<file path="src/rtl/tick_dist_pkg.sv">
package tick_dist_pkg;
  localparam int unsigned TIME_W = 8;
  localparam int unsigned CNT_W  = 6;
  localparam int unsigned FLAG_W = TIME_W - CNT_W;

  typedef logic [TIME_W-1:0] tcode_t;

  // next master time value: counter +1 mod 64, flags cleared
  function automatic tcode_t tc_advance(tcode_t t);
    logic [CNT_W-1:0] c;
    c = t[CNT_W-1:0] + CNT_W'(1);
    return {{FLAG_W{1'b0}}, c};
  endfunction

  function automatic logic tc_is_next(tcode_t prev, tcode_t cand);
    logic [CNT_W-1:0] c;
    c = prev[CNT_W-1:0] + CNT_W'(1);
    return cand[CNT_W-1:0] == c;
  endfunction
endpackage

</file>
<file path="src/rtl/tick_period_gen.sv">
module tick_period_gen #(
  parameter int unsigned PERIOD_W = 32
) (
  input  logic                clk_i,
  input  logic                rst_ni,
  input  logic                en_i,
  input  logic [PERIOD_W-1:0] period_i,
  output logic                fire_o
);
  logic [PERIOD_W-1:0] cnt_q;
  logic                run;

  assign run    = en_i && (period_i != '0);
  // >= so that a shortened period fires at once instead of overrunning
  assign fire_o = run && (cnt_q >= period_i - PERIOD_W'(1));

  always_ff @(posedge clk_i or negedge rst_ni) begin
    if (!rst_ni)          cnt_q <= '0;
    else if (!run || fire_o) cnt_q <= '0;
    else                  cnt_q <= cnt_q + PERIOD_W'(1);
  end
endmodule

</file>
<file path="src/rtl/tick_port_select.sv">
module tick_port_select #(
  parameter int unsigned NUM_PORTS = 4,
  parameter int unsigned TIME_W    = 8
) (
  input  logic [NUM_PORTS-1:0]        valid_i,
  input  logic [NUM_PORTS*TIME_W-1:0] time_i,
  output logic                        hit_o,
  output logic [NUM_PORTS-1:0]        src_oh_o,
  output logic [TIME_W-1:0]           time_o
);
  logic [NUM_PORTS:0] lower_q;

  assign lower_q[0] = 1'b0;
  for (genvar i = 0; i < NUM_PORTS; i++) begin : g_prio
    assign src_oh_o[i]  = valid_i[i] & ~lower_q[i];
    assign lower_q[i+1] = lower_q[i] | valid_i[i];
  end
  assign hit_o = lower_q[NUM_PORTS];

  always_comb begin
    time_o = '0;
    for (int i = 0; i < NUM_PORTS; i++)
      if (src_oh_o[i]) time_o = time_o | time_i[i*TIME_W +: TIME_W];
  end
endmodule

</file>
<file path="src/rtl/tick_dist.sv">
module tick_dist
  import tick_dist_pkg::*;
#(
  parameter int unsigned NUM_PORTS = 4,
  parameter int unsigned PERIOD_W  = 32
) (
  input  logic                        clk_i,
  input  logic                        rst_ni,
  input  logic                        master_en_i,
  input  logic [PERIOD_W-1:0]         period_i,
  input  logic [NUM_PORTS-1:0]        tick_in_valid_i,
  input  logic [NUM_PORTS*TIME_W-1:0] tick_in_time_i,
  output logic [NUM_PORTS-1:0]        tick_out_req_o,
  output logic [TIME_W-1:0]           tick_out_time_o,
  output logic                        tick_o,
  output logic [TIME_W-1:0]           time_o
);
  logic                 fire;
  logic                 hit;
  logic [NUM_PORTS-1:0] src_oh;
  tcode_t               sel_time;

  tcode_t               time_q, nxt_time;
  logic                 tick_q, nxt_tick;
  logic [NUM_PORTS-1:0] req_q, nxt_req;

  tick_period_gen #(.PERIOD_W(PERIOD_W)) u_gen (
    .clk_i    (clk_i),
    .rst_ni   (rst_ni),
    .en_i     (master_en_i),
    .period_i (period_i),
    .fire_o   (fire)
  );

  tick_port_select #(.NUM_PORTS(NUM_PORTS), .TIME_W(TIME_W)) u_sel (
    .valid_i  (tick_in_valid_i),
    .time_i   (tick_in_time_i),
    .hit_o    (hit),
    .src_oh_o (src_oh),
    .time_o   (sel_time)
  );

  always_comb begin
    nxt_tick = 1'b0;
    nxt_req  = '0;
    nxt_time = time_q;
    if (master_en_i) begin
      if (fire) begin
        nxt_tick = 1'b1;
        nxt_time = tc_advance(time_q);
        nxt_req  = '1;
      end
    end else if (hit) begin
      nxt_tick = 1'b1;
      nxt_time = sel_time;
      if (tc_is_next(time_q, sel_time)) nxt_req = ~src_oh;
    end
  end

  always_ff @(posedge clk_i or negedge rst_ni) begin
    if (!rst_ni) begin
      time_q <= '0;
      tick_q <= 1'b0;
      req_q  <= '0;
    end else begin
      time_q <= nxt_time;
      tick_q <= nxt_tick;
      req_q  <= nxt_req;
    end
  end

  assign tick_o          = tick_q;
  assign time_o          = time_q;
  assign tick_out_time_o = time_q;
  assign tick_out_req_o  = req_q;
endmodule

</file>
<file path="config.mk">
export PLATFORM = sky130hd
export DESIGN_NAME = tick_dist
export DESIGN_NICKNAME = d
export VERILOG_FILES = /design/src/rtl/tick_dist_pkg.sv /design/src/rtl/tick_period_gen.sv /design/src/rtl/tick_port_select.sv /design/src/rtl/tick_dist.sv
export SDC_FILE = /design/constraint.sdc
export NUM_CORES = 1
export LEC_CHECK = 0
export ABC_AREA = 0
export BUFFER_PORTS_ARGS = -buffer_cell sky130_fd_sc_hd__buf_2
export CORE_UTILIZATION = 61
export CTS_BUF_LIST = sky130_fd_sc_hd__clkbuf_4
export DETAILED_ROUTE_END_ITERATION = 8
export PLACE_DENSITY = 0.89
export SYNTH_ARGS = -nofsm -noshare
export SYNTH_HDL_FRONTEND = slang
export SYNTH_SLANG_ARGS = --single-unit
</file>
<file path="constraint.sdc">
create_clock -name clk_i -period 4.2 [get_ports clk_i]
set_clock_uncertainty 0.2 [all_clocks]
set_input_delay 0.63 -clock clk_i [delete_from_list [all_inputs] [get_ports clk_i]]
set_output_delay 0.63 -clock clk_i [all_outputs]
set_load 0.02 [all_outputs]
</file>
* Word level (Yosys, flattened, before mapping)
Cells that the tools add are included.
** Word-level totals
- Bits in registers :: 45
- Input bits :: 71
- Output and inout port bits :: 21
- Word-level logic and storage cells :: 45
** Operators by class
- Reductions and logical operators :: 7
- Equal/unequal tests :: 2
- Multiplexer cells :: 15
- Bitwise operators :: 13
- Add/sub/neg operators :: 3
- $lt $le $gt $ge :: 1
** Operator list (number)
- 8-bit two-way mux :: 7
- 32-bit by 1-bit adder with 32-bit output, second input constant :: 1
- 32-bit >= comparator :: 1
- 32-bit two-way mux :: 1
- 32-bit nonzero test :: 1
- 32-bit by 1-bit subtractor with 32-bit output, second input constant :: 1
- 8-bit bitwise OR :: 3
- 4-bit two-way mux :: 4
- 6-bit by 1-bit adder with 6-bit output, second input constant :: 1
- 6-bit equality test :: 1
- 4-bit NOT :: 1
- 1-bit AND :: 3
- 1-bit two-way mux :: 3
- 1-bit NOT :: 3
- 1-bit bitwise OR :: 3
- 1-bit logical AND :: 2
- 2-bit by 1-bit inequality test with 1-bit output, second input constant :: 1
- 2-bit AND reduction :: 1
- 2-bit nonzero test :: 1
- 1-bit zero test :: 1
- 1-bit logical OR :: 1

* Logic depth before layout (Yosys ltp)
Gate-level depths: netlist of the first run.
- Word-level depth :: 11
- Mapped depth :: 16
- Depth with buffers taken out :: 14

* Hierarchy
Synthesis of the first run repeated with hierarchy kept, for this count alone.
** Second synthesis, totals
- Cells, all modules :: 450
- Area, all modules :: 4031.4 sq um
** Modules (own cells, without submodules)
- tick_period_gen :: instances 1, area an instance 2892.8 sq um, cells an instance 322, sequential area each 800.8 sq um
- tick_dist :: instances 1, area an instance 817.0 sq um, cells an instance 86, sequential area each 325.3 sq um
- tick_port_select :: instances 1, area an instance 321.6 sq um, cells an instance 42, sequential area each 0.0 sq um

* Least setup slack after synthesis of the first run
OpenSTA, ideal clock, no wires.
- Path type :: input port to flip-flop
- From :: input port period_i[2]
- To :: register req_q[2] (netlist: tick_out_req_o[2])
- Library setup time :: 0.120 ns
- Stages :: 15
- Arrival :: 4.258 ns
- Required time :: 3.880 ns
- Setup slack :: -0.379 ns
- Path buffers :: 2
- Cells stage by stage :: or3_4 > or4_4 > or4_1 > clkbuf_2 > or3_4 > nor4_4 > xnor2_1 > ha_1 > nand4_1 > nor2_1 > a221oi_1 > and3_1 > clkbuf_1 > a21boi_0 > a41o_1
** Between the ends
- Cells in the longest elaborated chain, start to end :: 5
- Elaborated cells on any way between the ends :: 7
- Classes of those cells :: 1 x add/sub; 1 x order compare; 2 x mux; 3 x reduce/logical
** RTL lines
- from (decl) :: line tick_dist.sv:10 : input logic [PERIOD_W-1:0] period_i,
- 32-bit by 1-bit subtractor with 32-bit output or 32-bit nonzero test (tied branches) :: line tick_period_gen.sv:15, tick_period_gen.sv:13
- 32-bit >= comparator or 1-bit logical AND (tied branches) :: line tick_period_gen.sv:15, tick_period_gen.sv:13
- 1-bit logical AND (*) :: line tick_period_gen.sv:15 : assign fire_o = run && (cnt_q >= period_i - PERIOD_W'(1));
- 4-bit two-way mux (*) :: line tick_dist.sv:48 : if (fire) begin
- 4-bit two-way mux (*) :: line tick_dist.sv:47 : if (master_en_i) begin
- net nxt_req[2] :: line tick_dist.sv:25 : logic [NUM_PORTS-1:0] req_q, nxt_req;
- to (signal assigned) :: line tick_dist.sv:68 : req_q <= nxt_req;
- to (decl) :: line tick_dist.sv:25
Mark *: on every way through the listed nets, which the timed path passes. The rest lies on a longest branch.
A chain may end at the register's enable or synchronous reset.

* Worst setup path in the final report of the first run
- From :: input port period_i[2]
- To :: register u_gen.cnt_q[13]
** Between the ends
- Cells in the longest elaborated chain, start to end :: 5
- Elaborated cells on any way between the ends :: 8
- Classes of those cells :: 1 x add/sub; 1 x order compare; 1 x mux; 5 x reduce/logical
** RTL lines
- 32-bit by 1-bit subtractor with 32-bit output or 32-bit nonzero test (tied branches) :: line tick_period_gen.sv:15, tick_period_gen.sv:13
- 32-bit >= comparator or 1-bit logical AND (tied branches) :: line tick_period_gen.sv:15, tick_period_gen.sv:13
- 1-bit logical AND or 1-bit zero test (tied branches) :: line tick_period_gen.sv:15, tick_period_gen.sv:19
- 1-bit logical OR (*) :: line tick_period_gen.sv:19 : else if (!run || fire_o) cnt_q <= '0;
- 32-bit two-way mux (*) :: line tick_period_gen.sv:19
- to (signal assigned) :: line tick_period_gen.sv:20 : else cnt_q <= cnt_q + PERIOD_W'(1);
- to (decl) :: line tick_period_gen.sv:10 : logic [PERIOD_W-1:0] cnt_q;
Mark *: on every way between the ends. The rest lies on a longest branch, timed or not.

==> results of run 1 <==
[per-layer routing]
| metal | up-vias | track usage [%] | wire [µm] |
|---|---|---|---|
| li1 | 1918 | - | - |
| met1 | 1913 | 40.83 | 4509 |
| met2 | 198 | 52.73 | 5475 |
| met3 | 45 | 5.165 | 744 |
| met4 | 0 | 9.298 | 352 |
| met5 | - | 0 | 0 |
[registers in the layout, indices dropped and copies added, names as in the netlist]
name	cells
tick_out_req_o	4
tick_out_time_o	8
tick_o	1
u_gen.cnt_q	32
[worst paths after layout]
kind	slack, ns	end
min reg2reg	0.34	u_gen.cnt_q[0]$_DFF_PN0_
min in group clk_i	0.34	u_gen.cnt_q[0]$_DFF_PN0_
max	-0.05	u_gen.cnt_q[13]$_DFF_PN0_
min	0.23	u_gen.cnt_q[12]$_DFF_PN0_
max in group asynchronous	2.93	u_gen.cnt_q[24]$_DFF_PN0_
max reg2reg	1.10	u_gen.cnt_q[13]$_DFF_PN0_
[power groups by stage]
| stage | sequential, mW | combinational (mW) | clock, mW |
|---|---|---|---|
| after CTS | 0.477 | 0.318 | 0.226 |
| after global routing | 0.482 | 0.366 | 0.248 |
| after detailed placement | 0.485 | 0.311 | 0 |
| after global placement | 0.483 | 0.301 | 0 |
| after floorplan | 0.493 | 0.194 | 0 |
| final | 0.480 | 0.333 | 0.228 |
[synth_stat cells (2+ instances only)]
cell type,number,area share (%)
a41o_1,4,1.0
xor2_1,21,4.7
nand2_1,34,3.2
buf_2,4,0.51
a221oi_1,4,0.89
o21ai_0,10,1.3
a221o_1,5,1.3
a31o_2,2,0.45
inv_1,10,0.95
a41oi_1,6,1.3
a21o_1,2,0.38
nand4_1,11,1.7
xnor2_1,47,10
nor4_1,9,1.4
o32ai_1,2,0.45
or3_1,4,0.64
a2111oi_0,2,0.45
mux2i_1,3,0.76
o22ai_1,5,0.79
and3_1,10,1.6
nor2b_1,4,0.64
o211ai_1,6,1.1
or4_1,6,1.1
o41a_1,2,0.57
nor3_1,14,1.8
nor2_1,66,6.3
o221ai_1,3,0.67
nand3_1,26,3.3
a21oi_1,19,2.4
ha_1,35,11
dfrtp_1,45,29
or2_2,4,0.64
clkbuf_1,11,1.0
buf_4,8,1.5
or3_4,2,0.57
a22oi_1,2,0.38
nand2b_1,6,0.95
[what timing repair did]
item                                    in CTS  in global routing
resized for setup                            6                 28
setup buffers                                0                  6
endpoints found under the setup margin       8                 45
gates cloned                                 0                  1
pin swaps                                    1                 10
[cell type report]
type | instances | area [µm²] | share of cell area, %
Tap cell | 75 | 93.84 | 1.896
Timing Repair Buffer | 131 | 795.8 | 16.08
Multi-Input combinational cell | 386 | 2836 | 57.31
Inverter | 10 | 37.54 | 0.7583
Sequential cell | 45 | 1126 | 22.75
Clock buffer | 8 | 60.06 | 1.213
[logic make-up after synthesis]
kind of cell    Yosys count  share of synthesized area [%]
compound gates           79                          14.75
fa+ha+maj                35                          11.13
buf+inv                  34                          4.165
mux                       3                         0.7631
flops                    45                          28.62
xor+xnor                 68                          15.14
simple gates            201                          25.44
==> results.tsv, run 1 <==
stage	metric	value	unit
synth	yosys_warnings	0	
final_layout	layout_commonest_cell	buf_2	
floorplan	dieWidth	82.32	µm
global_routing	grtUsageTotal	31.21	%
sta	slew_viol_final	0	
global_routing	grt_overflow	0	
placement	numPortBuffers	91	
final_layout	layout_common_cells	buf_2, nor2_1, xnor2_1	
clocking	cts.sinks	45	
worst_setup_path	cp_num_buf_inv	2	
floorplan	io_pins	92	
power_and_ir_drop	ir_drop	0.2335	mV
worst_setup_path	required	4.31	ns
floorplan	coreArea	0.006061	mm²
clocking	cts.clk_slew.worst_paths	0.14	ns
global_routing	antenna_found_initial	0	
power_and_ir_drop	switchingPower	0.3605	mW
sta	max_slew_margin	30.38	%
worst_setup_path	arrival	4.36	ns
synth	ys_ff_latch	45	
synth	async_flop_share	100.0	%
floorplan	die-height	82.32	µm
power_and_ir_drop	finalPower	1.040	mW
final_layout	antenna_cells	0	
worst_setup_path	worstPathCellList	buf_6 > or3_4 > or4_4 > or4_4 > or3_4 > nor4_4 > xnor2_1 > ha_1 > nand4_1 > nor2_1 > a221oi_2 > and3_4 > nand3_4 > clkbuf_16 > nor2_1	
global_routing	grt_max_degree	46	
clocking	clock_path_buffers	2	
synth	synth_edf_count	0	
floorplan	dieArea	0.006776	mm²
worst_setup_path	worstSetupStartpoint	period_i[2]	
floorplan	start_util	64.93	%
sta	tightestPinTransition	1.044	ns
clocking	cts_tree	done	
sta	period_needed	4.247	ns
global_routing	grt_pass1_vias	3621	
placement	placed_cells	640	
final_layout	fill_cells	352	
worst_setup_path	slowest_stage	or4_4	
routing	drc_errors	0	
global_routing	grt_pass1_wl	16320	µm
placement	gp_congestion	0.8770	
power_and_ir_drop	comb_power_share	32.0	%
power_and_ir_drop	seqPwrFrac	46.1	%
final_layout	drive_gt1_share	31.55	%
sta	hold_violations	0	
final_layout	fin_util	81.67	%
routing	ant_nets	0	
final_layout	instances_no_fill	655	
routing	num_vias	4074	
worst_setup_path	crit_path_start_kind	input pin	
worst_setup_path	timing.rr.start	u_gen.cnt_q[0]$_DFF_PN0_	
outcome	violations	negative setup slack	
final_layout	num-nets-final	685	
routing	viasPerCell	6.220	
power_and_ir_drop	p_sw_share	34.66	%
synth	seq_area_frac_synth	28.62	%
routing	post_drt_wl_per_cell	16.92	µm
placement	post-dp-hpwl	7638	µm
clocking	clk_latency	0.38	ns
synth	synth.distinct_cells	48	
outcome	outcome	finished with violations	
power_and_ir_drop	p_int	0.6795	mW
worst_setup_path	cpLargestDelayFamily	simple AND/OR/NAND/NOR gates	
synth	syn_avg_cell_area	8.462	µm²
sta	finalSetupTns	-0.2993	ns
sta	fin_ws	-0.04711	ns
routing	routed_wl	11080	µm
sta	rsz0062_at_grt	yes	
synth	synth_flop_cell	dfrtp_1	
worst_setup_path	crit_path_end_kind	flop	
sta	max_freq	235.5	MHz
floorplan	rows	28	
hold_path	hold_path.class	input pin to async pin	
power_and_ir_drop	leakagePower	2.244	nW
worst_setup_path	ff2ff_path_depth	9	
sta	setup_violations	10	
clocking	holdBufCountCts	0	
clocking	cts_buffers	5	
synth	synthCells	465	
synth	syn_nets	571	
sta	fin_crit_sh	101.1	%
worst_setup_path	crit_path_max_incr_delay	0.47	ns
worst_setup_path	path_depth	15	
power_and_ir_drop	powerDensity	210.1	mW/mm²
clocking	root_buffer	clkbuf_4	
routing	first_pass_iters	5	
final_layout	finalInstanceArea	0.004950	mm²
routing	drt_iter0_drc	317	
placement	placedInstanceArea	0.004653	mm²
sta	timing.hold.ws	0.2270	ns
worst_setup_path	worstSetupPathType	input pin to flop	
power_and_ir_drop	pwr-share-clk	21.9	%
synth	synthesis.area	0.003935	mm²
final_layout	area_delta_synth_final	25.79	%
worst_setup_path	cp_max_fo	16	
job	maxCapViolCount	0	
placement	dpl_worst_slack	-0.4473	ns
clocking	htreeDepth	2	
(Power assumes the default switching activity.)
==> run 2, diff against run 1 <==
--- a/config.mk
+++ b/config.mk
@@ -5,10 +5,9 @@
 export SDC_FILE = /design/constraint.sdc
 export NUM_CORES = 1
 export LEC_CHECK = 0
-export ABC_AREA = 0
 export BUFFER_PORTS_ARGS = -buffer_cell sky130_fd_sc_hd__buf_2
 export CORE_UTILIZATION = 61
-export CTS_BUF_LIST = sky130_fd_sc_hd__clkbuf_4
+export CTS_BUF_LIST = sky130_fd_sc_hd__clkbuf_8
 export DETAILED_ROUTE_END_ITERATION = 8
 export PLACE_DENSITY = 0.89
 export SYNTH_ARGS = -nofsm -noshare
==> results.tsv, run 2 (same netlist as run 1, synthesis figures left out) <==
stage	metric	value	unit
outcome	outcome	finished with violations	
outcome	violations	negative setup slack	
sta	fin_crit_sh	103.4	%
sta	period_needed	4.342	ns
worst_setup_path	worstPathCellList	buf_6 > or3_4 > or4_4 > or4_4 > or3_4 > buf_4 > xor2_1 > ha_1 > nand4_1 > nor4_4 > o41ai_4 > buf_4 > a41oi_1 > nand2_1	
placement	post-dp-hpwl	7638	µm
global_routing	antenna_found_initial	0	
final_layout	antenna_cells	0	
final_layout	top_register	u_gen.cnt_q	
floorplan	die-height	82.32	µm
global_routing	grt_pass1_vias	3717	
routing	drc_errors	0	
clocking	htreeDepth	2	
final_layout	drive_gt1_share	29.90	%
power_and_ir_drop	leakagePower	2.273	nW
sta	rsz0062_at_grt	yes	
worst_setup_path	required	4.18	ns
sta	max_freq	230.3	MHz
floorplan	dieArea	0.006776	mm²
clocking	clock_path_buffers	2	
routing	ant_nets	0	
placement	placed_cells	640	
worst_setup_path	crit_path_end_kind	flop	
global_routing	grtUsageTotal	31.94	%
power_and_ir_drop	ir_drop	0.2307	mV
placement	gp_congestion	0.8770	
routing	post_drt_wl_per_cell	17.36	µm
worst_setup_path	crit_path_start_kind	input pin	
global_routing	grt_overflow	0	
clocking	cts.clk_slew.worst_paths	0.08	ns
worst_setup_path	cpLargestDelayFamily	simple AND/OR/NAND/NOR gates	
routing	first_pass_iters	5	
worst_setup_path	worstSetupPathType	input pin to flop	
worst_setup_path	slowest_stage	or4_4	
worst_setup_path	crit_path_max_incr_delay	0.46	ns
floorplan	io_pins	92	
sta	tightestPinTransition	1.051	ns
final_layout	num-nets-final	687	
global_routing	grt_max_degree	46	
clocking	cts.sinks	45	
sta	setup_violations	45	
final_layout	layout_commonest_cell	buf_2	
routing	num_vias	4157	
floorplan	rows	28	
final_layout	area_delta_synth_final	27.06	%
floorplan	start_util	64.93	%
worst_setup_path	cp_num_buf_inv	3	
placement	numPortBuffers	91	
sta	hold_violations	0	
final_layout	instances_no_fill	657	
routing	routed_wl	11400	µm
final_layout	layout_common_cells	buf_2, nor2_1, xnor2_1	
routing	drt_iter0_drc	311	
global_routing	grt_pass1_wl	16680	µm
worst_setup_path	cp_max_fo	4	
final_layout	largest_reg_flops	32	
job	maxCapViolCount	0	
sta	max_slew_margin	29.95	%
hold_path	hold_path.class	input pin to async pin	
routing	viasPerCell	6.327	
worst_setup_path	arrival	4.32	ns
clocking	root_buffer	clkbuf_8	
sta	fin_ws	-0.1418	ns
clocking	cts_tree	done	
floorplan	dieWidth	82.32	µm
power_and_ir_drop	powerDensity	215.2	mW/mm²
floorplan	coreArea	0.006061	mm²
clocking	cts_buffers	5	
power_and_ir_drop	finalPower	1.076	mW
clocking	clk_latency	0.30	ns
sta	slew_viol_final	0	
## run 2: changes by cell type in the layout (fill, tap and decap cells not counted), sizes merged
cell / delta
inv: +3
buf: +1
clkbuf: -2
## run 2: worst paths after layout
check / startpoint / endpoint / slack, ns / cells after the start
max: period_i[2] / tick_out_time_o[0]$_DFFE_PN0P_ / -0.14 / 14
min: rst_ni / u_gen.cnt_q[0]$_DFF_PN0_ / 0.32 / 1
max reg2reg: u_gen.cnt_q[0]$_DFF_PN0_ / tick_out_time_o[5]$_DFFE_PN0P_ / 1.07 / 9
min reg2reg: u_gen.cnt_q[0]$_DFF_PN0_ / u_gen.cnt_q[0]$_DFF_PN0_ / 0.34 / 1
max in group asynchronous: rst_ni / u_gen.cnt_q[25]$_DFF_PN0_ / 2.83 / 1
min in group clk_i: u_gen.cnt_q[0]$_DFF_PN0_ / u_gen.cnt_q[0]$_DFF_PN0_ / 0.34 / 1
## run 2: metrics by stage
step / cell area (µm²) / TNS [ns] / utilization [%] / hold slack (ns) / worst slack [ns]
6_report: 5000 / -3.222 / 82.49 / 0.3195 / -0.1418
5_1_grt: 5000 / -11.41 / 82.49 / 0.3561 / -0.3169
4_1_cts: 4833 / -0.02250 / 79.75 / 0.3368 / -0.01393
3_5_place_dp: 4653 / -15.98 / 76.78 / 0.3192 / -0.4473
3_3_place_gp: 4653 / -13.99 / 76.78 / 0.3075 / -0.3719
2_1_floorplan: 3999 / -5.456 / - / 0.1344 / -0.1592
## run 2: repair_timing
item                                    4_1_cts  5_1_grt
hold endpoints to repair                      0        0
buffers inserted                              2        4
cloned                                        0        3
hold buffers                                  0        0
pin swaps                                     4       11
endpoints found under the setup margin       45       45
resized for setup                            13       20
## run 2: cell type report
cell class	count	area [µm²]
clock buffer	5	68.82
clock inverter	3	11.26
fill	351	1061
inverter	10	37.54
multi-input combinational	386	2834
sequential	45	1126
tap	75	93.84
timing repair buffer	133	828.3
## run 2: where the power goes
| part | internal, mW | switching [mW] | total [mW] |
|---|---|---|---|
| Sequential | 0.449 | 0.0309 | 0.479 |
| Combinational | 0.146 | 0.193 | 0.338 |
| Clock | 0.111 | 0.147 | 0.258 |
| Total | 0.706 | 0.370 | 1.08 |
## run 2: worst reg2reg max path, delay by kind of cell (launching register included)
family | cells | cell delay [ns]
AO/OA/AOI/OAI | 4 | 1.58
adder cells (fa/ha/maj) | 1 | 0.26
buffers and inverters | 2 | 0.27
flip-flops | 1 | 0.44
AND/OR/NAND/NOR | 2 | 0.25
## run 2: per-layer routing
layer  share of wire, %  track usage [%]  up-vias
li1                   -                -     1913
met2                 50            52.89      212
met5                  0                0        -
met4                3.4            12.28        0
met1                 40            41.04     1983
met3                7.3            6.154       49
